## config.mk

```make
export PLATFORM = sky130hd
export DESIGN_NAME = mmcs_top
export DESIGN_NICKNAME = d
export VERILOG_FILES = /design/src/rtl/mmcs_pkg.sv /design/src/rtl/mmcs_arbiter.sv /design/src/rtl/mmcs_ctrl.sv /design/src/rtl/mmcs_datapath.sv /design/src/rtl/mmcs_top.sv
export SDC_FILE = /design/constraint.sdc
export NUM_CORES = 1
export LEC_CHECK = 0
export ABC_AREA = 1
export BUFFER_PORTS_ARGS = -buffer_cell sky130_fd_sc_hd__buf_2
export CORE_UTILIZATION = 45
export CTS_CLUSTER_SIZE = 28
export DETAILED_ROUTE_END_ITERATION = 8
export PLACE_DENSITY = 0.8
export SETUP_SLACK_MARGIN = 0.15
export SLEW_MARGIN = 0
export SYNTH_ARGS = -nofsm -noshare
export SYNTH_HDL_FRONTEND = slang
export SYNTH_SLANG_ARGS = --single-unit
```

## constraint.sdc

```tcl
create_clock -name clk -period 7.1 [get_ports clk]
set_input_delay 1.42 -clock clk [delete_from_list [all_inputs] [get_ports clk]]
set_output_delay 1.42 -clock clk [all_outputs]
set_load 0.01 [all_outputs]
```

## src/rtl/mmcs_pkg.sv

```systemverilog
package mmcs_pkg;

  typedef enum logic [2:0] {
    CAUSE_NONE = 3'd0,
    CAUSE_EXT  = 3'd1,
    CAUSE_MON  = 3'd2,
    CAUSE_TRAP = 3'd3,
    CAUSE_BRK  = 3'd4
  } cause_e;

  typedef struct packed {
    logic   saveEn;
    logic   restoreEn;
    cause_e cause;
  } strobe_t;

  localparam int SLOT_LO    = 25;
  localparam int SLOT_HI    = 31;
  localparam int SLOT_N     = SLOT_HI - SLOT_LO + 1;
  localparam int SLOT_SEL   = 25;
  localparam int SLOT_CAUSE = 26;
  localparam int SLOT_EIP   = 27;
  localparam int SLOT_BASE  = 28;
  localparam int SLOT_LIM   = 29;
  localparam int SLOT_FLAGS = 30;
  localparam int SLOT_CR0   = 31;

endpackage

```

## src/rtl/mmcs_arbiter.sv

```systemverilog
module mmcs_arbiter #(
  parameter int NSRC = 4,
  localparam int IW = $clog2(NSRC)
) (
  input  logic            clk,
  input  logic            rstN,
  input  logic [NSRC-1:0] reqIn,
  input  logic            holdOff,
  output logic            grantVld,
  output logic [IW-1:0]   grantIdx
);

  logic [NSRC-1:0] pendQ;
  logic [NSRC-1:0] cand;
  logic [NSRC-1:0] grantOh;

  assign cand = pendQ | reqIn;

  // index 0 is highest priority: scan from the lowest so index 0 wins last
  always_comb begin
    grantOh  = '0;
    grantIdx = '0;
    grantVld = 1'b0;
    for (int k = NSRC - 1; k >= 0; k--) begin
      if (cand[k] && !holdOff) begin
        grantOh     = '0;
        grantOh[k]  = 1'b1;
        grantIdx    = IW'(k);
        grantVld    = 1'b1;
      end
    end
  end

  for (genvar g = 0; g < NSRC; g++) begin : gPend
    always_ff @(posedge clk) begin
      if (!rstN) pendQ[g] <= 1'b0;
      else       pendQ[g] <= cand[g] & ~grantOh[g];
    end
  end

  p_grant_onehot_r1: assert property (@(posedge clk) disable iff (!rstN)
    $onehot0(grantOh));

  p_pending_kept_r6: assert property (@(posedge clk) disable iff (!rstN)
    (holdOff && cand[0]) |=> pendQ[0]);

endmodule

```

## src/rtl/mmcs_ctrl.sv

```systemverilog
module mmcs_ctrl
  import mmcs_pkg::*;
#(
  parameter int NSRC = 4,
  localparam int IW = $clog2(NSRC)
) (
  input  logic            clk,
  input  logic            rstN,
  input  logic [NSRC-1:0] reqIn,
  input  logic            retReq,
  output strobe_t         strb,
  output logic            redirect,
  output logic            restore,
  output logic            inMgmt
);

  logic          grantVld;
  logic [IW-1:0] grantIdx;
  logic          inMgmtQ;
  logic          redirectQ;
  logic          restoreQ;

  mmcs_arbiter #(.NSRC(NSRC)) uArb (
    .clk      (clk),
    .rstN     (rstN),
    .reqIn    (reqIn),
    .holdOff  (inMgmtQ),
    .grantVld (grantVld),
    .grantIdx (grantIdx)
  );

  always_comb begin
    strb.saveEn    = grantVld;
    strb.restoreEn = inMgmtQ & retReq;
    strb.cause     = grantVld ? cause_e'(3'(grantIdx) + 3'd1) : CAUSE_NONE;
  end

  always_ff @(posedge clk) begin
    if (!rstN) begin
      inMgmtQ   <= 1'b0;
      redirectQ <= 1'b0;
      restoreQ  <= 1'b0;
    end else begin
      redirectQ <= strb.saveEn;
      restoreQ  <= strb.restoreEn;
      if (strb.saveEn)         inMgmtQ <= 1'b1;
      else if (strb.restoreEn) inMgmtQ <= 1'b0;
    end
  end

  assign redirect = redirectQ;
  assign restore  = restoreQ;
  assign inMgmt   = inMgmtQ;

  p_redirect_pulse_r5: assert property (@(posedge clk) disable iff (!rstN)
    redirect |=> !redirect);

  p_redirect_mode_r5: assert property (@(posedge clk) disable iff (!rstN)
    redirect |-> inMgmt);

  p_restore_mode_r7: assert property (@(posedge clk) disable iff (!rstN)
    restore |-> (!inMgmt && $past(inMgmt)));

  p_ret_idle_r8: assert property (@(posedge clk) disable iff (!rstN)
    (!inMgmt && retReq) |=> !restore);

endmodule

```

## src/rtl/mmcs_datapath.sv

```systemverilog
module mmcs_datapath
  import mmcs_pkg::*;
#(
  parameter int          XLEN      = 32,
  parameter int          SELW      = 16,
  parameter logic [31:0] ENTRY_OFF = 32'h0000_FF90,
  parameter logic [31:0] PAGE_RST  = 32'hFFFF_0000,
  parameter logic [31:0] RM_LIMIT  = 32'h0000_FFFF,
  parameter int          IF_BIT    = 9
) (
  input  logic            clk,
  input  logic            rstN,
  input  strobe_t         strb,
  input  logic            inMgmt,
  input  logic            redirect,
  input  logic [XLEN-1:0] liveCr0,
  input  logic [XLEN-1:0] liveEflags,
  input  logic [XLEN-1:0] liveCsLimit,
  input  logic [XLEN-1:0] liveCsBase,
  input  logic [XLEN-1:0] liveEip,
  input  logic [SELW-1:0] liveCsSel,
  input  logic            pageWe,
  input  logic [XLEN-1:0] pageWdata,
  input  logic [4:0]      rdIdx,
  output logic [XLEN-1:0] rdData,
  output logic [XLEN-1:0] redirectAddr,
  output logic [XLEN-1:0] outCr0,
  output logic [XLEN-1:0] outEflags,
  output logic [XLEN-1:0] outCsLimit,
  output logic [XLEN-1:0] outCsBase,
  output logic [XLEN-1:0] outEip,
  output logic [SELW-1:0] outCsSel
);

  localparam logic [XLEN-1:0] OFF_X    = XLEN'(ENTRY_OFF);
  localparam logic [XLEN-1:0] ADDR_RST = XLEN'(PAGE_RST) + OFF_X;
  localparam logic [XLEN-1:0] CR0_KEEP = ~((XLEN'(1) << (XLEN - 1)) | XLEN'(1));
  localparam logic [XLEN-1:0] FL_KEEP  = ~(XLEN'(1) << IF_BIT);

  logic [XLEN-1:0] pageQ;
  logic [XLEN-1:0] bank    [SLOT_N];
  logic [XLEN-1:0] saveVal [SLOT_N];

  // page register
  always_ff @(posedge clk) begin
    if (!rstN)       pageQ <= XLEN'(PAGE_RST);
    else if (pageWe) pageQ <= pageWdata;
  end

  // value captured per slot on entry
  always_comb begin
    saveVal[SLOT_SEL   - SLOT_LO] = XLEN'(liveCsSel);
    saveVal[SLOT_CAUSE - SLOT_LO] = XLEN'(strb.cause);
    saveVal[SLOT_EIP   - SLOT_LO] = liveEip;
    saveVal[SLOT_BASE  - SLOT_LO] = liveCsBase;
    saveVal[SLOT_LIM   - SLOT_LO] = liveCsLimit;
    saveVal[SLOT_FLAGS - SLOT_LO] = liveEflags;
    saveVal[SLOT_CR0   - SLOT_LO] = liveCr0;
  end

  for (genvar s = 0; s < SLOT_N; s++) begin : gSlot
    always_ff @(posedge clk) begin
      if (!rstN)            bank[s] <= '0;
      else if (strb.saveEn) bank[s] <= saveVal[s];
    end
  end

  // state handed to the core: forced on entry, saved copy on return
  always_ff @(posedge clk) begin
    if (!rstN) begin
      outCr0       <= '0;
      outEflags    <= '0;
      outCsLimit   <= '0;
      outCsBase    <= '0;
      outEip       <= '0;
      outCsSel     <= '0;
      redirectAddr <= ADDR_RST;
    end else if (strb.saveEn) begin
      outCr0       <= liveCr0 & CR0_KEEP;
      outEflags    <= liveEflags & FL_KEEP;
      outCsLimit   <= XLEN'(RM_LIMIT);
      outCsBase    <= pageQ;
      outEip       <= OFF_X;
      outCsSel     <= pageQ[SELW+3:4];
      redirectAddr <= pageQ + OFF_X;
    end else if (strb.restoreEn) begin
      outCr0       <= bank[SLOT_CR0   - SLOT_LO];
      outEflags    <= bank[SLOT_FLAGS - SLOT_LO];
      outCsLimit   <= bank[SLOT_LIM   - SLOT_LO];
      outCsBase    <= bank[SLOT_BASE  - SLOT_LO];
      outEip       <= bank[SLOT_EIP   - SLOT_LO];
      outCsSel     <= bank[SLOT_SEL   - SLOT_LO][SELW-1:0];
    end
  end

  // software read port, live only in management mode
  always_comb begin
    rdData = '0;
    if (inMgmt && (int'(rdIdx) >= SLOT_LO) && (int'(rdIdx) <= SLOT_HI))
      rdData = bank[int'(rdIdx) - SLOT_LO];
  end

  p_forced_cr0_r3: assert property (@(posedge clk) disable iff (!rstN)
    redirect |-> (!outCr0[0] && !outCr0[XLEN-1] && !outEflags[IF_BIT]));

  p_entry_addr_r4: assert property (@(posedge clk) disable iff (!rstN)
    redirect |-> (redirectAddr == outCsBase + OFF_X));

  p_rd_idle_zero_r9: assert property (@(posedge clk) disable iff (!rstN)
    !inMgmt |-> (rdData == '0));

endmodule

```

## src/rtl/mmcs_top.sv

```systemverilog
module mmcs_top
  import mmcs_pkg::*;
#(
  parameter int XLEN = 32,
  parameter int SELW = 16
) (
  input  logic            clk,
  input  logic            rstN,
  input  logic            extReq,
  input  logic            monReq,
  input  logic            trapReq,
  input  logic            brkReq,
  input  logic            retReq,
  input  logic [XLEN-1:0] liveCr0,
  input  logic [XLEN-1:0] liveEflags,
  input  logic [XLEN-1:0] liveCsLimit,
  input  logic [XLEN-1:0] liveCsBase,
  input  logic [XLEN-1:0] liveEip,
  input  logic [SELW-1:0] liveCsSel,
  input  logic            pageWe,
  input  logic [XLEN-1:0] pageWdata,
  input  logic [4:0]      rdIdx,
  output logic [XLEN-1:0] rdData,
  output logic            redirect,
  output logic            restore,
  output logic            inMgmt,
  output logic [XLEN-1:0] redirectAddr,
  output logic [XLEN-1:0] outCr0,
  output logic [XLEN-1:0] outEflags,
  output logic [XLEN-1:0] outCsLimit,
  output logic [XLEN-1:0] outCsBase,
  output logic [XLEN-1:0] outEip,
  output logic [SELW-1:0] outCsSel
);

  strobe_t    strb;
  logic [3:0] reqVec;

  // bit 0 is highest priority
  assign reqVec = {brkReq, trapReq, monReq, extReq};

  mmcs_ctrl #(.NSRC(4)) uCtrl (
    .clk      (clk),
    .rstN     (rstN),
    .reqIn    (reqVec),
    .retReq   (retReq),
    .strb     (strb),
    .redirect (redirect),
    .restore  (restore),
    .inMgmt   (inMgmt)
  );

  mmcs_datapath #(.XLEN(XLEN), .SELW(SELW)) uDp (
    .clk          (clk),
    .rstN         (rstN),
    .strb         (strb),
    .inMgmt       (inMgmt),
    .redirect     (redirect),
    .liveCr0      (liveCr0),
    .liveEflags   (liveEflags),
    .liveCsLimit  (liveCsLimit),
    .liveCsBase   (liveCsBase),
    .liveEip      (liveEip),
    .liveCsSel    (liveCsSel),
    .pageWe       (pageWe),
    .pageWdata    (pageWdata),
    .rdIdx        (rdIdx),
    .rdData       (rdData),
    .redirectAddr (redirectAddr),
    .outCr0       (outCr0),
    .outEflags    (outEflags),
    .outCsLimit   (outCsLimit),
    .outCsBase    (outCsBase),
    .outEip       (outEip),
    .outCsSel     (outCsSel)
  );

endmodule

```

==> impl_summary.txt, run 1 <==
----------------------------------------------------
[Status]
  Outcome ... finished clean

[Placement]
  Worst setup slack before clock tree synthesis ... 1.33 ns
  Total of buffers placed on input and output ports ... 463
  RD Place Congestion ... between 0.9 and 1
  Inst Count DP ... 3019
  HPWL after DPL ... 47200 um
  Placed instance area ... 20700 um^2

[Job]
  Max Cap Viol ... 0

[Global routing]
  Vias in the first global route ... around 16000
  Maximum number of pins on one net before global-route repair ... 141
  Initial antenna violation count ... 6
  Wire length of the first global-routing pass ... between 90000 and 100000 um
  All-Layer GR Usage ... 31.2%
  Overall overflow remaining after global route ... 0

[Floorplanning]
  Std cell rows ... 73
  DIE HEIGHT ... 204 um
  Die Outline Area ... 41500 um^2
  Starting utilization of the core area ... 45.9%
  Die Wd ... 204 um
  Core Footprint ... 39900 um^2
  Number of top-level pins ... 464

[Detailed routing]
  Vias per Instance ... 5.48
  Number of vias in the routed layout ... between 15000 and 20000
  Total wire length after detailed routing ... 66300 um
  Router iterations before antenna repair ... 6
  DR DRC count ... 0
  Number of DRC markers in iteration 0 ... 1693
  Post-route ant nets ... 0
  Routed wire length per instance ... 21.4 um

[Cells and area]
  Count of non-filler cells in the finished layout ... approximately 3100
  Number of inserted filler cells in the final layout ... 3622
  Leading cell types in the layout, fill and taps excluded ... sky130_fd_sc_hd__buf_2 (461), sky130_fd_sc_hd__nand2_1 (335), sky130_fd_sc_hd__nor2_1 (330)
  Area overhead of the layout relative to synthesis ... 21.3%
  Number of nets in the layout ... 2765
  Share of post-route cells with drive strength above 1 ... 22.0%
  Final Instance Area ... 22200 um^2
  Most common cell after layout, fill and taps aside ... sky130_fd_sc_hd__buf_2

[Clock tree]
  Number of H-tree levels ... 2
  TritonCTS buffer count ... 44
  Clock latency at the later pin of the worst-skew pair ... 0.58 ns
  Number of setup buffers added after CTS ... 0
  Longest Clk Path Bufs ... 3
  CTS Root Cell ... sky130_fd_sc_hd__clkbuf_16
  Hold_buf cts ... 0
  Clock-pin slew reported for the worst setup and hold paths after clock tree synthesis ... about 0.060 ns
  Number of instances resized during post-cts repair ... 0
  TritonCTS clock tree ... built
  Clock tree sinks ... roughly 430

[Critical path]
  Worst endpoint data arrival time ... between 4 and 5 ns
  Startpoint of the worst register-to-register path ... uCtrl.inMgmt
  Register-to-register setup slack ... around 3.3 ns
  Element type at the critical path start ... input pin
  Critical path peak fanout ... 88
  Critical Path End ... rdData[2]
  Classification of the worst setup path ... in -> out
  Beginning of the critical path ... rdIdx[0]
  Critical path capture point type ... output port
  Worst reg-to-reg path cell count ... 5
  Data required, critical path ... 5.68 ns
  Reg-to-reg endpoint ... uDp.bank[4][7]

[Hold path]
  Worst hold stages ... 2
  Class of the most critical hold timing path ... reg -> reg

[Timing]
  Finish-stage setup viols ... 0
  Max transition margin ... 13.4%
  Sum of negative setup slack ... 0 ns
  Final-report max-slew violation count ... 0
  Final setup slack of the worst path ... 1.29 ns
  Setup repair after global routing missed its margin ... no
  Slew @ Worst Pin ... 1.30 ns
  Fmax ... roughly 170 MHz
  Hold Fails Final Rpt ... 0
  Min Clock Period, post-route ... about 5.8 ns
  Final cycle utilization of the critical path ... around four fifths
  Final worst clock skew ... 0.0282 ns

[Power and ir drop]
  Peak ir drop on the vdd network ... 0.179 mV
  PwrDens ... 287 nW/um^2
  Leak ... 10.4 nW

[Logic synthesis]
  Synthesized instance count ... 2160
  Cell taking the most area after synthesis ... sky130_fd_sc_hd__edfxtp_1
  Number of synthesis warnings ... 0
  Portion of synthesized cell area occupied by the leading cell type ... 29.4%
  Async set or reset register ratio after synthesis ... 0%
  Average cell area after synthesis ... 8.48 um^2
  Number of enable-type register cells in the synthesized netlist ... 179
  Post-synth net total ... 2385
  Number of library cell types mapped by synthesis ... 39
  Yosys reg bits ... 426
  Synthesized cell area ... 18300 um^2
  Primary FF master, synth ... sky130_fd_sc_hd__dfxtp_1
  Part of the Yosys area used for sequential elements ... 56.4%
  Top cells by area in the synthesized netlist ... sky130_fd_sc_hd__edfxtp_1 (29%), sky130_fd_sc_hd__dfxtp_1 (27%), sky130_fd_sc_hd__nand2_1 (6.9%), sky130_fd_sc_hd__nor2_1 (6.8%), sky130_fd_sc_hd__inv_1 (5.4%)

----------------------------------------------------
==> kinds of logic (layout without fill, tap and decap cells) <==
kind of cell	after synthesis	in the layout	synth area share (%)
AOI/OAI and AO/OA	368	368	11.3
xor gates and xnor gates	4	4	0.191
adders and majority gates	4	4	0.273
buffers and inverters	412	828	9.38
DFF	426	426	56.4
other	0	1	0
and+or+nand+nor	946	946	22.5
==> worst min-delay path by stage <==
stage	from	end
2_1_floorplan	uCtrl.uArb.pendQ[0]	uCtrl.uArb.pendQ[0]
3_3_place_gp	uDp.redirectAddr[3]	uDp.redirectAddr[3]
3_5_place_dp	uDp.redirectAddr[3]	uDp.redirectAddr[3]
4_1_cts	uDp.redirectAddr[3]	uDp.redirectAddr[3]
5_1_grt	uDp.redirectAddr[3]	uDp.redirectAddr[3]
6_report	uDp.outEip[29]	uDp.outEip[29]
==> power by group <==
group | total (mW) | leakage [nW] | internal, mW | switching, mW
clock network | 2.43 | 0.731 | 1.43 | 1.00
logic | 0.908 | 5.60 | 0.287 | 0.620
registers | 3.04 | 4.04 | 2.83 | 0.211
total | 6.37 | 10.4 | 4.54 | 1.83
==> worst max-delay path: stages <==
cell and delay, ns:
sky130_fd_sc_hd__buf_4 0.09, sky130_fd_sc_hd__buf_4 0.71, sky130_fd_sc_hd__ha_1 0.27, sky130_fd_sc_hd__nor2_1 0.04, sky130_fd_sc_hd__nand3_1 0.08, sky130_fd_sc_hd__nor3b_4 0.72, sky130_fd_sc_hd__inv_1 0.50, sky130_fd_sc_hd__a21oi_1 0.35
sky130_fd_sc_hd__buf_2 0.19
==> sequential cells by signal, indices dropped and copies added (netlist names) <==
name              flops
uDp.bank            179
uDp.outCr0           32
uDp.outCsBase        32
uDp.outCsLimit       32
uDp.outEflags        32
uDp.outEip           32
uDp.pageQ            32
uDp.redirectAddr     32
uDp.outCsSel         16
uCtrl.uArb.pendQ      4
uCtrl.inMgmt          1
uCtrl.redirect        1
uCtrl.restore         1
==> layer usage <==
layer,track usage [%],part of all wire (%)
met1,41.9,41
met2,50.1,46
met3,5.08,8.3
met4,12.6,3.9
met5,0,0.053
==> per-stage QoR <==
step	hold slack, ns	total power [mW]	util [%]
after floorplan	0.447	3.52	-
after global placement	0.439	3.96	51.9
after detailed placement	0.447	3.98	51.9
after CTS	0.463	6.38	55.7
after global routing	0.477	6.58	55.7
final	0.462	6.37	55.7
==> cells in the mapped netlist (all sizes together), types with 17 or more instances <==
| cell type | n |
|---|---|
| nor2 | 334 |
| dfxtp | 247 |
| a31oi | 52 |
| nand2 | 339 |
| buf | 78 |
| inv | 269 |
| clkbuf | 64 |
| o221ai | 17 |
| nand3 | 177 |
| nand3b | 56 |
| o21ai | 151 |
| a21oi | 112 |
| edfxtp | 179 |
==> layout make-up <==
| cell class | instances | area (um^2) | share of cell area (%) |
|---|---|---|---|
| repair buffers | 476 | 2420 | 10.9 |
| clock buffers | 58 | 1210 | 5.47 |
| multi-input cells | 1322 | 6300 | 28.4 |
| inverters | 270 | 1020 | 4.57 |
| flip-flops and latches | 426 | 10300 | 46.5 |
| clock inverters | 24 | 280 | 1.26 |
| well taps | 525 | 657 | 2.96 |
| diodes | 1 | 2.50 | 0.0113 |
Power figures use the tool's default switching activity.
==> run 2: changes to the inputs <==
==> constraint.sdc (replaced) <==
create_clock -name clk -period 6 [get_ports clk]
set_input_delay 1.2 -clock clk [delete_from_list [all_inputs] [get_ports clk]]
set_output_delay 1.2 -clock clk [all_outputs]
set_load 0.01 [all_outputs]
==> run 2 against run 1 <==
Against the previous run:
- design area grew 0.43%
- die area is the same
- clock-buffer cell count grew 9
- setup slack lost 0.55 ns
- register-to-register slack lost 0.50 ns
- worst hold slack lost 0.0044 ns
- clock power grew 21%
- cell count grew 0.16%
- power grew 19%
- sequential cell count is the same
- critical endpoint is now rdData[27]
- highest routed layer unchanged
==> impl_summary.txt, run 2 (synthesized netlist as in run 1, its figures left out) <==
----------------------------------------------------
[Status]
  Outcome ... finished clean

[Clock tree]
  Hold_buf cts ... 0 (unchanged)
  TritonCTS buffer count ... 46 (+4.5%)
  Longest Clk Path Bufs ... 3 (unchanged)
  CTS Root Cell ... sky130_fd_sc_hd__clkbuf_16
  Number of instances resized during post-cts repair ... 0 (unchanged)
  Clock-pin slew reported for the worst setup and hold paths after clock tree synthesis ... 0.06 ns (about the same)
  Number of H-tree levels ... 2 (unchanged)
  Clock tree sinks ... 426 (unchanged)
  TritonCTS clock tree ... built
  Clock latency at the later pin of the worst-skew pair ... 0.57 ns (about the same)
  Number of setup buffers added after CTS ... 0 (unchanged)

[Detailed routing]
  Routed wire length per instance ... 21.4 um (about the same)
  DR DRC count ... 0 (unchanged)
  Total wire length after detailed routing ... 66400 um (+0.12%)
  Router iterations before antenna repair ... 8 (+2)
  Number of DRC markers in iteration 0 ... 1843 (+8.9%)
  Post-route ant nets ... 0 (unchanged)
  Number of vias in the routed layout ... 17200 (+0.96%)
  Vias per Instance ... 5.53 (+0.80%)

[Timing]
  Min Clock Period, post-route ... 5.26 ns
  Hold Fails Final Rpt ... 0 (unchanged)
  Final worst clock skew ... 0.0175 ns (-0.0107 ns)
  Setup repair after global routing missed its margin ... no
  Max transition margin ... 26.2% (+13 points)
  Slew @ Worst Pin ... 1.11 ns (-0.192 ns)
  Finish-stage setup viols ... 0 (unchanged)
  Final-report max-slew violation count ... 0 (unchanged)
  Final cycle utilization of the critical path ... 87.6%
  Fmax ... 190 MHz
  Sum of negative setup slack ... 0 ns (unchanged)

[Cells and area]
  Share of the core filled with cells ... 55.9% (+0.24 points)
  Share of post-route cells with drive strength above 1 ... 22.0% (-0.043 points)
  Largest register FFs ... 179 (unchanged)
  Area overhead of the layout relative to synthesis ... 21.9%
  Number of nets in the layout ... 2768 (+0.11%)
  Largest Register ... uDp.bank
  Number of inserted filler cells in the final layout ... 3557 (-1.8%)
  Leading cell types in the layout, fill and taps excluded ... sky130_fd_sc_hd__buf_2 (461), sky130_fd_sc_hd__nand2_1 (335), sky130_fd_sc_hd__nor2_1 (330)
  Most common cell after layout, fill and taps aside ... sky130_fd_sc_hd__buf_2

[Global routing]
  Wire length of the first global-routing pass ... 97100 um (-0.50%)
  Overall overflow remaining after global route ... 0 (unchanged)
  Vias in the first global route ... 16100 (-0.12%)
  Initial antenna violation count ... 4 (-2)
  All-Layer GR Usage ... 31.1% (-0.14 points)
  Maximum number of pins on one net before global-route repair ... 170 (+21%)

[Critical path]
  Data required, critical path ... 4.80 ns (-0.88 ns)
  Critical path capture point type ... output port
  Reg-to-reg endpoint ... uDp.outCr0[16]
  Element type at the critical path start ... input pin
  Worst endpoint data arrival time ... 4.06 ns (-0.33 ns)
  Register-to-register setup slack ... 2.83 ns (-0.50 ns)
  Classification of the worst setup path ... in -> out
  Worst reg-to-reg path cell count ... 8 (+3)
  Critical path peak fanout ... 61 (-31%)
  Startpoint of the worst register-to-register path ... uCtrl.uArb.pendQ[2]

[Hold path]
  Min-delay src ... uDp.outEflags[9]
  Endpoint, Worst Hold ... uDp.outEflags[9]
  Class of the most critical hold timing path ... reg -> reg
  Worst hold stages ... 2 (unchanged)

[Floorplanning]
  Core Footprint ... 39900 um^2 (unchanged)
  Number of top-level pins ... 464 (unchanged)
  Starting utilization of the core area ... 45.9% (unchanged)
  Std cell rows ... 73 (unchanged)
  Die Outline Area ... 41500 um^2 (unchanged)
  DIE HEIGHT ... 204 um (unchanged)
  Die Wd ... 204 um (unchanged)

[Placement]
  Total of buffers placed on input and output ports ... 463 (unchanged)
  HPWL after DPL ... 47200 um (about the same)
  RD Place Congestion ... 0.918 (-0.82%)

[Power and ir drop]
  Leak ... 10.4 nW (+0.36%)
  Peak ir drop on the vdd network ... 0.289 mV (+61%)
  PwrDens ... 341 nW/um^2 (+19%)

[Job]
  Max Cap Viol ... 0 (unchanged)

----------------------------------------------------
## run 2: area by class of cell
type                    count  area (um^2)  share of cell area [%]
multi-input cells        1322         6300                    28.3
clock buffers              67         1330                    5.98
well taps                 525          657                    2.94
repair buffers            477         2450                    11.0
diodes                      1         2.50                  0.0112
clock inverters            19          225                    1.01
flip-flops and latches    426        10300                    46.3
inverters                 270         1020                    4.55
## run 2: metal layers
metal	up-vias	track usage, %	part of all wire [%]
met5	-	0	0.030
met4	4	14.4	4.8
met3	167	5.69	9.8
met2	1020	49.2	46
met1	8103	41.2	40
li1	7884	-	-
## run 2: worst max path at each step
stage          startpoint        endpoint  slack (ns)  depth (start not counted)
3_3_place_gp     rdIdx[0]      rdData[25]        0.90                          8
2_1_floorplan     trapReq  uDp.bank[0][0]        1.64                          6
3_5_place_dp     rdIdx[0]      rdData[27]        0.88                          8
6_report         rdIdx[0]      rdData[27]        0.74                          8
4_1_cts          rdIdx[0]      rdData[27]        0.85                          8
5_1_grt          rdIdx[0]       rdData[1]        0.59                          8
## run 2: power by group
| part | internal (mW) | switching (mW) |
|---|---|---|
| Combinational | 0.342 | 0.730 |
| Clock | 1.76 | 1.19 |
| Sequential | 3.35 | 0.250 |
## run 2: worst max-delay path, stage by stage
cell and delay [ns]:
sky130_fd_sc_hd__buf_4 0.43, sky130_fd_sc_hd__inv_2 0.08, sky130_fd_sc_hd__buf_4 0.35, sky130_fd_sc_hd__nand3_1 0.20
sky130_fd_sc_hd__nor3b_4 0.76, sky130_fd_sc_hd__inv_1 0.50, sky130_fd_sc_hd__a21oi_1 0.33, sky130_fd_sc_hd__buf_2 0.19
## run 2: through the flow
stage	cells	cell area (um^2)	hold WS (ns)	total power, mW	setup WS [ns]
3_5_place_dp	3020	20700	0.451	4.71	0.876
2_1_floorplan	2160	18300	0.447	4.17	1.64
3_3_place_gp	3020	20700	0.438	4.69	0.900
4_1_cts	3106	22300	0.459	7.63	0.853
6_report	3107	22300	0.458	7.62	0.744
5_1_grt	3107	22300	0.473	7.87	0.592
